`src/rtl/eret_pkg.sv`:
```
package eret_pkg;
  typedef enum logic [1:0] {
    RET_NONE    = 2'd0,
    RET_PLAIN   = 2'd1,
    RET_KEEP    = 2'd2
  } ret_kind_e;

  // 32-bit mode encodings: bit 6 picks the keep-link form
  localparam int unsigned STD_SEL_BIT = 6;
  localparam logic [31:0] STD_PLAIN   = 32'h4200_0018;
  localparam logic [31:0] STD_KEEP    = STD_PLAIN | (32'h1 << STD_SEL_BIT);

  // compressed mode encodings: bit 16 picks the keep-link form
  localparam int unsigned CMP_SEL_BIT = 16;
  localparam logic [31:0] CMP_PLAIN   = 32'h0000_F37C;
  localparam logic [31:0] CMP_KEEP    = CMP_PLAIN | (32'h1 << CMP_SEL_BIT);

  localparam int unsigned CAP_BIT     = 4;
endpackage

```
`src/rtl/eret_decode.sv`:
```
module eret_decode
  import eret_pkg::*;
(
  input  logic        valid_i,
  input  logic [31:0] word_i,
  input  logic        compact_i,
  output ret_kind_e   kind_o
);
  logic [31:0] plain_w;
  logic [31:0] keep_w;

  always_comb begin
    plain_w = compact_i ? CMP_PLAIN : STD_PLAIN;
    keep_w  = compact_i ? CMP_KEEP  : STD_KEEP;
    kind_o  = RET_NONE;
    if (valid_i) begin
      if (word_i == plain_w)     kind_o = RET_PLAIN;
      else if (word_i == keep_w) kind_o = RET_KEEP;
    end
  end
endmodule

```
`src/rtl/eret_return_unit.sv`:
```
module eret_return_unit
  import eret_pkg::*;
#(
  parameter int XLEN       = 32,
  parameter bit SUPPORT_NC = 1'b1
) (
  input  logic            clk,
  input  logic            rst_n,
  input  ret_kind_e       kind_i,
  input  logic            r6_mode_i,
  input  logic            delay_slot_i,
  input  logic            status_erl_i,
  input  logic            status_exl_i,
  input  logic [XLEN-1:0] epc_i,
  input  logic [XLEN-1:0] errorepc_i,
  output logic            redirect_o,
  output logic [XLEN-1:0] pc_o,
  output logic            status_we_o,
  output logic            status_erl_o,
  output logic            status_exl_o,
  output logic            ri_o,
  output logic            clear_link_o
);
  logic keep_allowed;
  logic is_ret;
  logic fault;
  logic exec;

  generate
    if (SUPPORT_NC) begin : g_keep_on
      assign keep_allowed = 1'b1;
    end else begin : g_keep_off
      assign keep_allowed = 1'b0;
    end
  endgenerate

  always_comb begin
    is_ret       = (kind_i != RET_NONE);
    fault        = is_ret && ((r6_mode_i && delay_slot_i) ||
                              (kind_i == RET_KEEP && !keep_allowed));
    exec         = is_ret && !fault;
    clear_link_o = exec && (kind_i == RET_PLAIN);
  end

  always_ff @(posedge clk or negedge rst_n) begin
    if (!rst_n) begin
      redirect_o   <= 1'b0;
      status_we_o  <= 1'b0;
      ri_o         <= 1'b0;
      pc_o         <= '0;
      status_erl_o <= 1'b0;
      status_exl_o <= 1'b0;
    end else begin
      redirect_o  <= exec;
      status_we_o <= exec;
      ri_o        <= fault;
      if (exec) begin
        if (status_erl_i) begin
          pc_o         <= errorepc_i;
          status_erl_o <= 1'b0;
          status_exl_o <= status_exl_i;
        end else begin
          pc_o         <= epc_i;
          status_erl_o <= 1'b0;
          status_exl_o <= 1'b0;
        end
      end
    end
  end
endmodule

```
`src/rtl/eret_link_tracker.sv`:
```
module eret_link_tracker #(
  parameter int ADDR_W = 32,
  parameter int GRAN   = 2
) (
  input  logic              clk,
  input  logic              rst_n,
  input  logic              ll_i,
  input  logic [ADDR_W-1:0] ll_addr_i,
  input  logic              sc_i,
  input  logic [ADDR_W-1:0] sc_addr_i,
  input  logic              clear_i,
  output logic              link_o,
  output logic              sc_done_o,
  output logic              sc_ok_o
);
  localparam logic [ADDR_W-1:0] CMP_MASK = {ADDR_W{1'b1}} << GRAN;

  logic [ADDR_W-1:0] linked_q;
  logic              hit;

  always_comb hit = ((linked_q ^ sc_addr_i) & CMP_MASK) == '0;

  always_ff @(posedge clk or negedge rst_n) begin
    if (!rst_n) begin
      link_o    <= 1'b0;
      linked_q  <= '0;
      sc_done_o <= 1'b0;
      sc_ok_o   <= 1'b0;
    end else begin
      sc_done_o <= sc_i;
      sc_ok_o   <= sc_i && link_o && hit;
      if (ll_i) begin
        link_o   <= 1'b1;
        linked_q <= ll_addr_i;
      end else if (sc_i || clear_i) begin
        link_o <= 1'b0;
      end
    end
  end
endmodule

```
`src/rtl/eret_llsc_ctrl.sv`:
```
module eret_llsc_ctrl
  import eret_pkg::*;
#(
  parameter int XLEN       = 32,
  parameter int ADDR_W     = 32,
  parameter int GRAN       = 2,
  parameter bit SUPPORT_NC = 1'b1
) (
  input  logic              clk,
  input  logic              rst_n,
  input  logic              instr_valid_i,
  input  logic [31:0]       instr_i,
  input  logic              compact_i,
  input  logic              delay_slot_i,
  input  logic              r6_mode_i,
  input  logic              status_erl_i,
  input  logic              status_exl_i,
  input  logic [XLEN-1:0]   epc_i,
  input  logic [XLEN-1:0]   errorepc_i,
  input  logic              ll_i,
  input  logic [ADDR_W-1:0] ll_addr_i,
  input  logic              sc_i,
  input  logic [ADDR_W-1:0] sc_addr_i,
  output logic              redirect_o,
  output logic [XLEN-1:0]   pc_o,
  output logic              status_we_o,
  output logic              status_erl_o,
  output logic              status_exl_o,
  output logic              ri_o,
  output logic              llbit_o,
  output logic              sc_done_o,
  output logic              sc_ok_o,
  output logic [31:0]       config5_o
);
  ret_kind_e kind;
  logic      clear_link;

  always_comb begin
    config5_o          = '0;
    config5_o[CAP_BIT] = SUPPORT_NC;
  end

  eret_decode u_decode (
    .valid_i   (instr_valid_i),
    .word_i    (instr_i),
    .compact_i (compact_i),
    .kind_o    (kind)
  );

  eret_return_unit #(
    .XLEN       (XLEN),
    .SUPPORT_NC (SUPPORT_NC)
  ) u_ret (
    .clk          (clk),
    .rst_n        (rst_n),
    .kind_i       (kind),
    .r6_mode_i    (r6_mode_i),
    .delay_slot_i (delay_slot_i),
    .status_erl_i (status_erl_i),
    .status_exl_i (status_exl_i),
    .epc_i        (epc_i),
    .errorepc_i   (errorepc_i),
    .redirect_o   (redirect_o),
    .pc_o         (pc_o),
    .status_we_o  (status_we_o),
    .status_erl_o (status_erl_o),
    .status_exl_o (status_exl_o),
    .ri_o         (ri_o),
    .clear_link_o (clear_link)
  );

  eret_link_tracker #(
    .ADDR_W (ADDR_W),
    .GRAN   (GRAN)
  ) u_link (
    .clk       (clk),
    .rst_n     (rst_n),
    .ll_i      (ll_i),
    .ll_addr_i (ll_addr_i),
    .sc_i      (sc_i),
    .sc_addr_i (sc_addr_i),
    .clear_i   (clear_link),
    .link_o    (llbit_o),
    .sc_done_o (sc_done_o),
    .sc_ok_o   (sc_ok_o)
  );
endmodule

```
`config.mk`:
```
export PLATFORM = sky130hd
export DESIGN_NAME = eret_llsc_ctrl
export DESIGN_NICKNAME = d
export VERILOG_FILES = /design/src/rtl/eret_pkg.sv /design/src/rtl/eret_decode.sv /design/src/rtl/eret_return_unit.sv /design/src/rtl/eret_link_tracker.sv /design/src/rtl/eret_llsc_ctrl.sv
export SDC_FILE = /design/constraint.sdc
export NUM_CORES = 1
export LEC_CHECK = 0
export BUFFER_PORTS_ARGS = -buffer_cell sky130_fd_sc_hd__buf_4
export CORE_ASPECT_RATIO = 2
export CORE_MARGIN = 2
export CORE_UTILIZATION = 43
export CTS_CLUSTER_DIAMETER = 120
export DETAILED_ROUTE_END_ITERATION = 10
export PLACE_DENSITY = 0.9
export SLEW_MARGIN = 20
export SYNTH_ARGS = -nofsm -noshare
export SYNTH_HDL_FRONTEND = slang
export SYNTH_SLANG_ARGS = --single-unit
```
`constraint.sdc`:
```
create_clock -name clk -period 1.6 [get_ports clk]
set_input_delay 0.08 -clock clk [delete_from_list [all_inputs] [get_ports clk]]
set_output_delay 0.08 -clock clk [all_outputs]
set_load 0.02 [all_outputs]
```
==> impl_results.md, run 1 <==
- Area growth, synth to finish: 57.7%
- Hold Crit Class: in2reg
- Critical-path cell list: buf_6 -> or4_4 -> nor4_2 -> o22ai_1 -> or4_4 -> buf_12 -> mux2_4
- Final instance area: 0.00595 mm²
- Hold Crit Depth: 2
- # fillers: 597
- DRT iter0 DRCs: 99
- Core Rows: 48
- Failing checks: setup timing
- Antenna cells: 0
- Vias in the first global route: 3,431
- WL met1: 3.57 mm
- Initial antenna violation count: 0
- First-pass GRT wire length: 16.7 mm
- Final ANT Viol Nets: 0
- Most Frequent Cell on Critical Path: or4_4
- Layout cells sized above 1: 0.623
- Dpl hpwl: 7.89 mm
- CTS HTree Levels: 3
- Worst flop-to-flop path endpoint: u_link.sc_ok_o$_DFF_PN0_
- Clk pwr share: 0.420
- Worst Path Required: 1800 ps
- Register Area: 0.00170 mm²
- Period utilization: 1.12
- Mapped Area: 0.00377 mm²
- Crit. End Element: flip-flop
- Pwr Total: 4.66 mW
- Worst-case reg-to-reg path depth: 4
- #FFs+latches synth: 68
- Pwr dens: 784 mW/mm²
- Initial Util: 0.439
- Final GP Congestion: 0.858
- Final Max Tran Viols: 0
- # clock sinks: 68
- Overall routing resource usage: 0.228
- Crit path DAT: 2000 ps
- Pre-antenna DRT Iters: 4
- Die ar.: 0.00958 mm²
- Delay-heaviest family, CP: simple AND/OR/NAND/NOR gates
- Worst path slowest cell: or4_4
- Leak pwr: 3.04 nW
- Clock Skew: 5.25 ps
- GRT overflow: 0
- Run status: finished with violations
- Largest net degree at the start of global routing: 45
- Switching Share: 0.236
- WP buf/inv: 2
- Worst setup path start: instr_i[12]
- Placed cell area: 0.00528 mm²
- Crit path kind: in2reg
- Max-cap violations: 0
- Syn_area_per_cell: 13.2 µm²
- Startpoint Class: primary input
- # port buffers: 204
- Number of top-level pins: 242
- Commonest non-fill, non-tap cell in the layout: buf_4
- Distinct cells, synth: 30
- WP depth: 7
- Sequential share of power: 0.399
- Nets: 698
- Maximum clock rate: 0.556 GHz
- Final WS setup: -199 ps
- Routed wire length: 10.8 mm
- Clock transition at the registers of the reported paths: 60 ps
- Multi-input logic area: 0.00182 mm²
- Reg-to-Reg Start: u_link.linked_q[20]$_DFFE_PN0P_
- Worst Setup EP: u_ret.pc_o[7]$_DFFE_PN0P_
- CTS tree: yes
- Worst VDD drop: 481 µV
- Num CTS Buffers: 9
- Commonest cells after routing, fill and taps aside: buf_4 (210), dfrtp_1 (68), mux2_2 (66)
- Cell Int Power: 3.56 mW
- DRC: 0
- Period minus WS final: 1800 ps
- Clk Latency, worst-skew pair: 320 ps
- Post-Synthesis Cells: 285
- CP max FO: 17
- Net switching power: 1.10 mW
- R2R setup slack: 230 ps
- CTS Buffer Depth: 2
- Via count: 3,103
- Final hold vios: 0
- Max layer used: met4
- Root Driver: clkbuf_16
- DIE WIDTH: 70.2 µm
- Met3 WL: 555 µm
- Final setup viols: 34
- Vias/cell: 4.90
- Sequential share of the synthesized area: 0.451
- Core Area: 0.00859 mm²
- Total number of yosys warnings: 0
- Unrepaired setup endpoints after global routing: yes
- Die Y: 136 µm
- Worst path max stage delay: 520 ps
- Mean routed wirelength per cell: 17.1 µm
- Met2 WL: 6.26 mm
- Comb pwr share: 0.181
[worst min path at each step]
| stage | startpoint | slack [ps] | end |
|---|---|---|---|
| after floorplan | rst_n | -220 | u_link.link_o$_DFFE_PN0P_ |
| after global placement | rst_n | -0.06 | u_link.linked_q[13]$_DFFE_PN0P_ |
| after detailed placement | rst_n | 10 | u_link.linked_q[13]$_DFFE_PN0P_ |
| after CTS | ll_addr_i[18] | 0.00003 | u_link.linked_q[18]$_DFFE_PN0P_ |
| after global routing | ll_addr_i[10] | 10 | u_link.linked_q[10]$_DFFE_PN0P_ |
| final | ll_addr_i[10] | 10 | u_link.linked_q[10]$_DFFE_PN0P_ |
[registers in the layout (all words and copies together), names as in the netlist]
signal,count
u_link.link_o,1
u_link.linked_q,30
u_link.sc_done_o,1
u_link.sc_ok_o,1
u_ret.pc_o,32
u_ret.redirect_o,1
u_ret.ri_o,1
u_ret.status_exl_o,1
[layer usage]
metal	track usage	vias up
met3	0.0474	32
li1	-	1425
met5	0	-
met2	0.434	155
met4	0.112	0
met1	0.228	1491
[repair_timing]
item | 4_1_cts | 5_1_grt
pin swaps | 2 | 2
gates resized for setup | 8 | 0
endpoints found under the setup margin | 35 | 35
gates cloned | 1 | 0
hold buffers | 30 | 0
hold endpoints to repair | 53 | 0
setup buffers | 3 | 0
[cells in the mapped netlist]
master | n | area share
a21oi_1 | 2 | 0.0027
a31o_2 | 1 | 0.0023
buf_1 | 3 | 0.0030
buf_12 | 3 | 0.016
buf_2 | 1 | 0.0013
buf_4 | 34 | 0.068
buf_6 | 1 | 0.0030
clkbuf_1 | 1 | 0.00099
conb_1 | 2 | 0.0020
dfrtp_1 | 68 | 0.45
dlygate4sd1_1 | 2 | 0.0046
inv_1 | 4 | 0.0040
mux2_2 | 66 | 0.20
mux2_4 | 28 | 0.11
mux2i_1 | 1 | 0.0027
nand2_1 | 4 | 0.0040
nand3_1 | 5 | 0.0066
nand4_1 | 7 | 0.012
nor2_1 | 3 | 0.0030
nor2b_1 | 1 | 0.0017
nor3_1 | 2 | 0.0027
nor4_1 | 9 | 0.015
nor4_2 | 1 | 0.0033
nor4b_1 | 1 | 0.0023
o211ai_1 | 1 | 0.0020
o22ai_1 | 1 | 0.0017
or4_1 | 2 | 0.0040
or4_2 | 1 | 0.0023
xnor2_1 | 16 | 0.037
xor2_1 | 14 | 0.033
[stage by stage]
step | setup WS (ps) | utilization | std cells | TNS, ps | hold slack [ps]
CTS | -194 | 0.694 | 634 | -5790 | 0.0000278
floorplan | -378 | - | 316 | -11900 | -216
global placement | -685 | 0.614 | 584 | -23080 | -0.0575
finish | -199 | 0.692 | 633 | -5850 | 13.8
global route | -232 | 0.692 | 633 | -7080 | 12.2
detailed placement | -697 | 0.614 | 584 | -23310 | 14.1
[power by group through the flow]
stage                     sequential (mW)  combinational, mW  clock, mW
after floorplan                      1.88              0.412          0
after global routing                 1.87              0.912       2.06
after CTS                            1.86              0.839       1.99
final                                1.86              0.847       1.96
after detailed placement             1.89              0.770          0
after global placement               1.88              0.747          0
[final cells by class]
class / count / share of cell area
repair buffers: 246 / 0.333
multi-input cells: 199 / 0.307
flip-flops and latches: 68 / 0.286
clock buffers: 10 / 0.0402
well taps: 100 / 0.0210
clock inverters: 6 / 0.0107
inverters: 4 / 0.00252
[cell families after synthesis]
| family | after synthesis | share of synthesized area |
|---|---|---|
| AOI/OAI and AO/OA | 5 | 0.00863 |
| xor gates and xnor gates | 30 | 0.0697 |
| other | 2 | 0.00199 |
| buffers and inverters | 49 | 0.101 |
| muxes | 95 | 0.311 |
| DFF | 68 | 0.451 |
| and+or+nand+nor | 36 | 0.0564 |
(Power assumes the default switching activity.)
==> inputs of run 2 (changes only) <==
--- a/config.mk
+++ b/config.mk
@@ -11,7 +11,7 @@
 export CORE_UTILIZATION = 43
 export CTS_CLUSTER_DIAMETER = 120
 export DETAILED_ROUTE_END_ITERATION = 10
-export PLACE_DENSITY = 0.9
+export PLACE_DENSITY = 0.87
 export SLEW_MARGIN = 20
 export SYNTH_ARGS = -nofsm -noshare
 export SYNTH_HDL_FRONTEND = slang
==> impl_results.md, run 2 (same netlist as run 1, synthesis figures left out) <==
- Final Max Tran Viols: 0 (unchanged)
- Crit path kind: in2reg (unchanged)
- Clock Skew: 5.57 ps (was 5.25 ps)
- Final GP Congestion: 0.875 (was 0.858)
- Period minus WS final: 1910 ps (was 1800 ps)
- Crit. End Element: flip-flop (unchanged)
- # fillers: 578 (was 597)
- Layout cells sized above 1: 0.626 (was 0.623)
- First-pass GRT wire length: 17.1 mm (was 16.7 mm)
- Run status: finished with violations (unchanged)
- Top Registers: u_ret.pc_o (32), u_link.linked_q (30) (unchanged)
- Worst setup path start: instr_i[12] (unchanged)
- Clk Latency, worst-skew pair: 330 ps (was 320 ps)
- Core Area: 0.00859 mm² (unchanged)
- Commonest cells after routing, fill and taps aside: buf_4 (208), dfrtp_1 (68), mux2_2 (66) (was buf_4 (210), dfrtp_1 (68), mux2_2 (66))
- Final std cells w/o fill: 638 (was 633)
- Crit path DAT: 2120 ps (was 2000 ps)
- CTS tree: yes (unchanged)
- Worst Path Required: 1820 ps (was 1800 ps)
- CTS Buffer Depth: 2 (unchanged)
- Worst VDD drop: 809 µV (was 481 µV)
- Num CTS Buffers: 9 (unchanged)
- Routed wire length: 11.5 mm (was 10.8 mm)
- Mean routed wirelength per cell: 18.0 µm (was 17.1 µm)
- Antenna cells: 0 (unchanged)
- Nets: 703 (was 698)
- Vias/cell: 4.91 (was 4.90)
- Commonest non-fill, non-tap cell in the layout: buf_4 (unchanged)
- DRC: 0 (unchanged)
- Leak pwr: 3.15 nW (was 3.04 nW)
- DRT iter0 DRCs: 156 (was 99)
- CP max FO: 5 (was 17)
- Unrepaired setup endpoints after global routing: yes (unchanged)
- Number of top-level pins: 242 (unchanged)
- Die Y: 136 µm (unchanged)
- Overall routing resource usage: 0.238 (was 0.228)
- # port buffers: 204 (unchanged)
- TNS Setup: -9260 ps (was -5850 ps)
- Reg-to-Reg Start: u_link.linked_q[25]$_DFFE_PN0P_ (was u_link.linked_q[20]$_DFFE_PN0P_)
- R2R setup slack: 130 ps (was 230 ps)
- Startpoint Class: primary input (unchanged)
- Final setup viols: 35 (was 34)
- Final WS setup: -309 ps (was -199 ps)
- Pre-antenna DRT Iters: 4 (unchanged)
- Final ANT Viol Nets: 0 (unchanged)
- Max reg flops: 32 (unchanged)
- Worst Setup EP: u_ret.pc_o[8]$_DFFE_PN0P_ (was u_ret.pc_o[7]$_DFFE_PN0P_)
- Pwr dens: 841 mW/mm² (was 784 mW/mm²)
- Slew headroom: 0.668
- Dpl hpwl: 8.24 mm (was 7.89 mm)
- Initial antenna violation count: 0 (unchanged)
- Die ar.: 0.00958 mm² (unchanged)
- Root Driver: clkbuf_16 (unchanged)
- Max-cap violations: 0 (unchanged)
- GRT overflow: 0 (unchanged)
- CTS HTree Levels: 3 (unchanged)
- Failing checks: setup timing (unchanged)
- Period utilization: 1.19 (was 1.12)
- Area growth, synth to finish: 62.9% (was 57.7%)
- Slew @ Worst Pin: 493 ps
- Hold Crit Class: in2reg (unchanged)
- Via count: 3,131 (was 3,103)
- Core Rows: 48 (unchanged)
- Maximum clock rate: 0.524 GHz (was 0.556 GHz)
- Initial Util: 0.439 (unchanged)
- Vias in the first global route: 3,441 (was 3,431)
- Final hold vios: 0 (unchanged)
- Cell total after placement: 581 (was 584)
- DIE WIDTH: 70.2 µm (unchanged)
- Placed cell area: 0.00525 mm² (was 0.00528 mm²)
- # clock sinks: 68 (unchanged)
- Final instance area: 0.00614 mm² (was 0.00595 mm²)
- Worst-case reg-to-reg path depth: 4 (unchanged)
- Worst flop-to-flop path endpoint: u_link.sc_ok_o$_DFF_PN0_ (unchanged)
- Clock transition at the registers of the reported paths: 60 ps (about the same)
- Top reg by flops: u_ret.pc_o (unchanged)
- Largest net degree at the start of global routing: 34 (was 45)
- Hold Crit Depth: 3 (was 2)
==> run 2: changes by cell type in the layout (fill, tap and decap cells not counted), sizes merged <==
cell,change
buf,+4
bufinv,+3
clkinv,-2
clkinvlp,-2
inv,+2
clkbuf,-1
dlygate4sd3,+1
==> run 2: where the power goes <==
part | switching, mW | leakage [nW] | internal (mW)
Clock | 0.742 | 0.181 | 1.69
Combinational | 0.342 | 2.10 | 0.523
Sequential | 0.0629 | 0.871 | 1.80
==> run 2: worst min-delay path by stage <==
stage                      start                               to  slack, ps
detailed placement         rst_n  u_link.linked_q[16]$_DFFE_PN0P_         -5
floorplan                  rst_n        u_link.link_o$_DFFE_PN0P_       -220
CTS                 status_exl_i   u_ret.status_exl_o$_DFFE_PN0P_        0.4
global placement           rst_n  u_link.linked_q[21]$_DFFE_PN0P_        -10
global route        status_exl_i   u_ret.status_exl_o$_DFFE_PN0P_          6
finish              status_exl_i   u_ret.status_exl_o$_DFFE_PN0P_          7
==> run 2: through the flow <==
stage                      util  worst slack [ps]  power [mW]  hold slack, ps
after floorplan               -              -378        2.29            -216
after CTS                 0.708              -281        5.20           0.376
after global placement    0.612              -679        2.63           -10.1
after detailed placement  0.612              -718        2.67           -5.31
final                     0.715              -309        5.16            7.00
after global routing      0.715              -349        5.35            5.90
==> run 2: repair_timing <==
item	CTS	global route
setup buffers	4	5
hold endpoints to repair	80	0
pin swaps	2	1
cloned	3	0
gates resized for setup	7	10
endpoints found under the setup margin	35	35
hold buffers	31	0
==> run 2: routing by layer <==
metal | global-route usage | vias to the layer above | routed length [µm]
met5 | 0 | - | 0
met4 | 0.123 | 0 | 439
met3 | 0.0445 | 32 | 565
met2 | 0.460 | 152 | 6750
met1 | 0.234 | 1515 | 3760
li1 | - | 1432 | -
==> run 2: layout make-up <==
cell class | instances | area (µm²) | share of cell area
Tap cell | 100 | 125 | 0.0204
Sequential cell | 68 | 1700 | 0.277
Timing Repair Buffer | 251 | 2090 | 0.340
Multi-Input combinational cell | 199 | 1840 | 0.300
Clock inverter | 7 | 146 | 0.0238
Inverter | 4 | 15.0 | 0.00245
Clock buffer | 9 | 225 | 0.0367
==> run 2: worst max-delay path, cell delays in order <==
cell and delay [ps]:
buf_8 90, or4_4 530, nor4_4 170, o22ai_2 130, or4_4 510, buf_12 170, buf_12 130, mux2_4 310
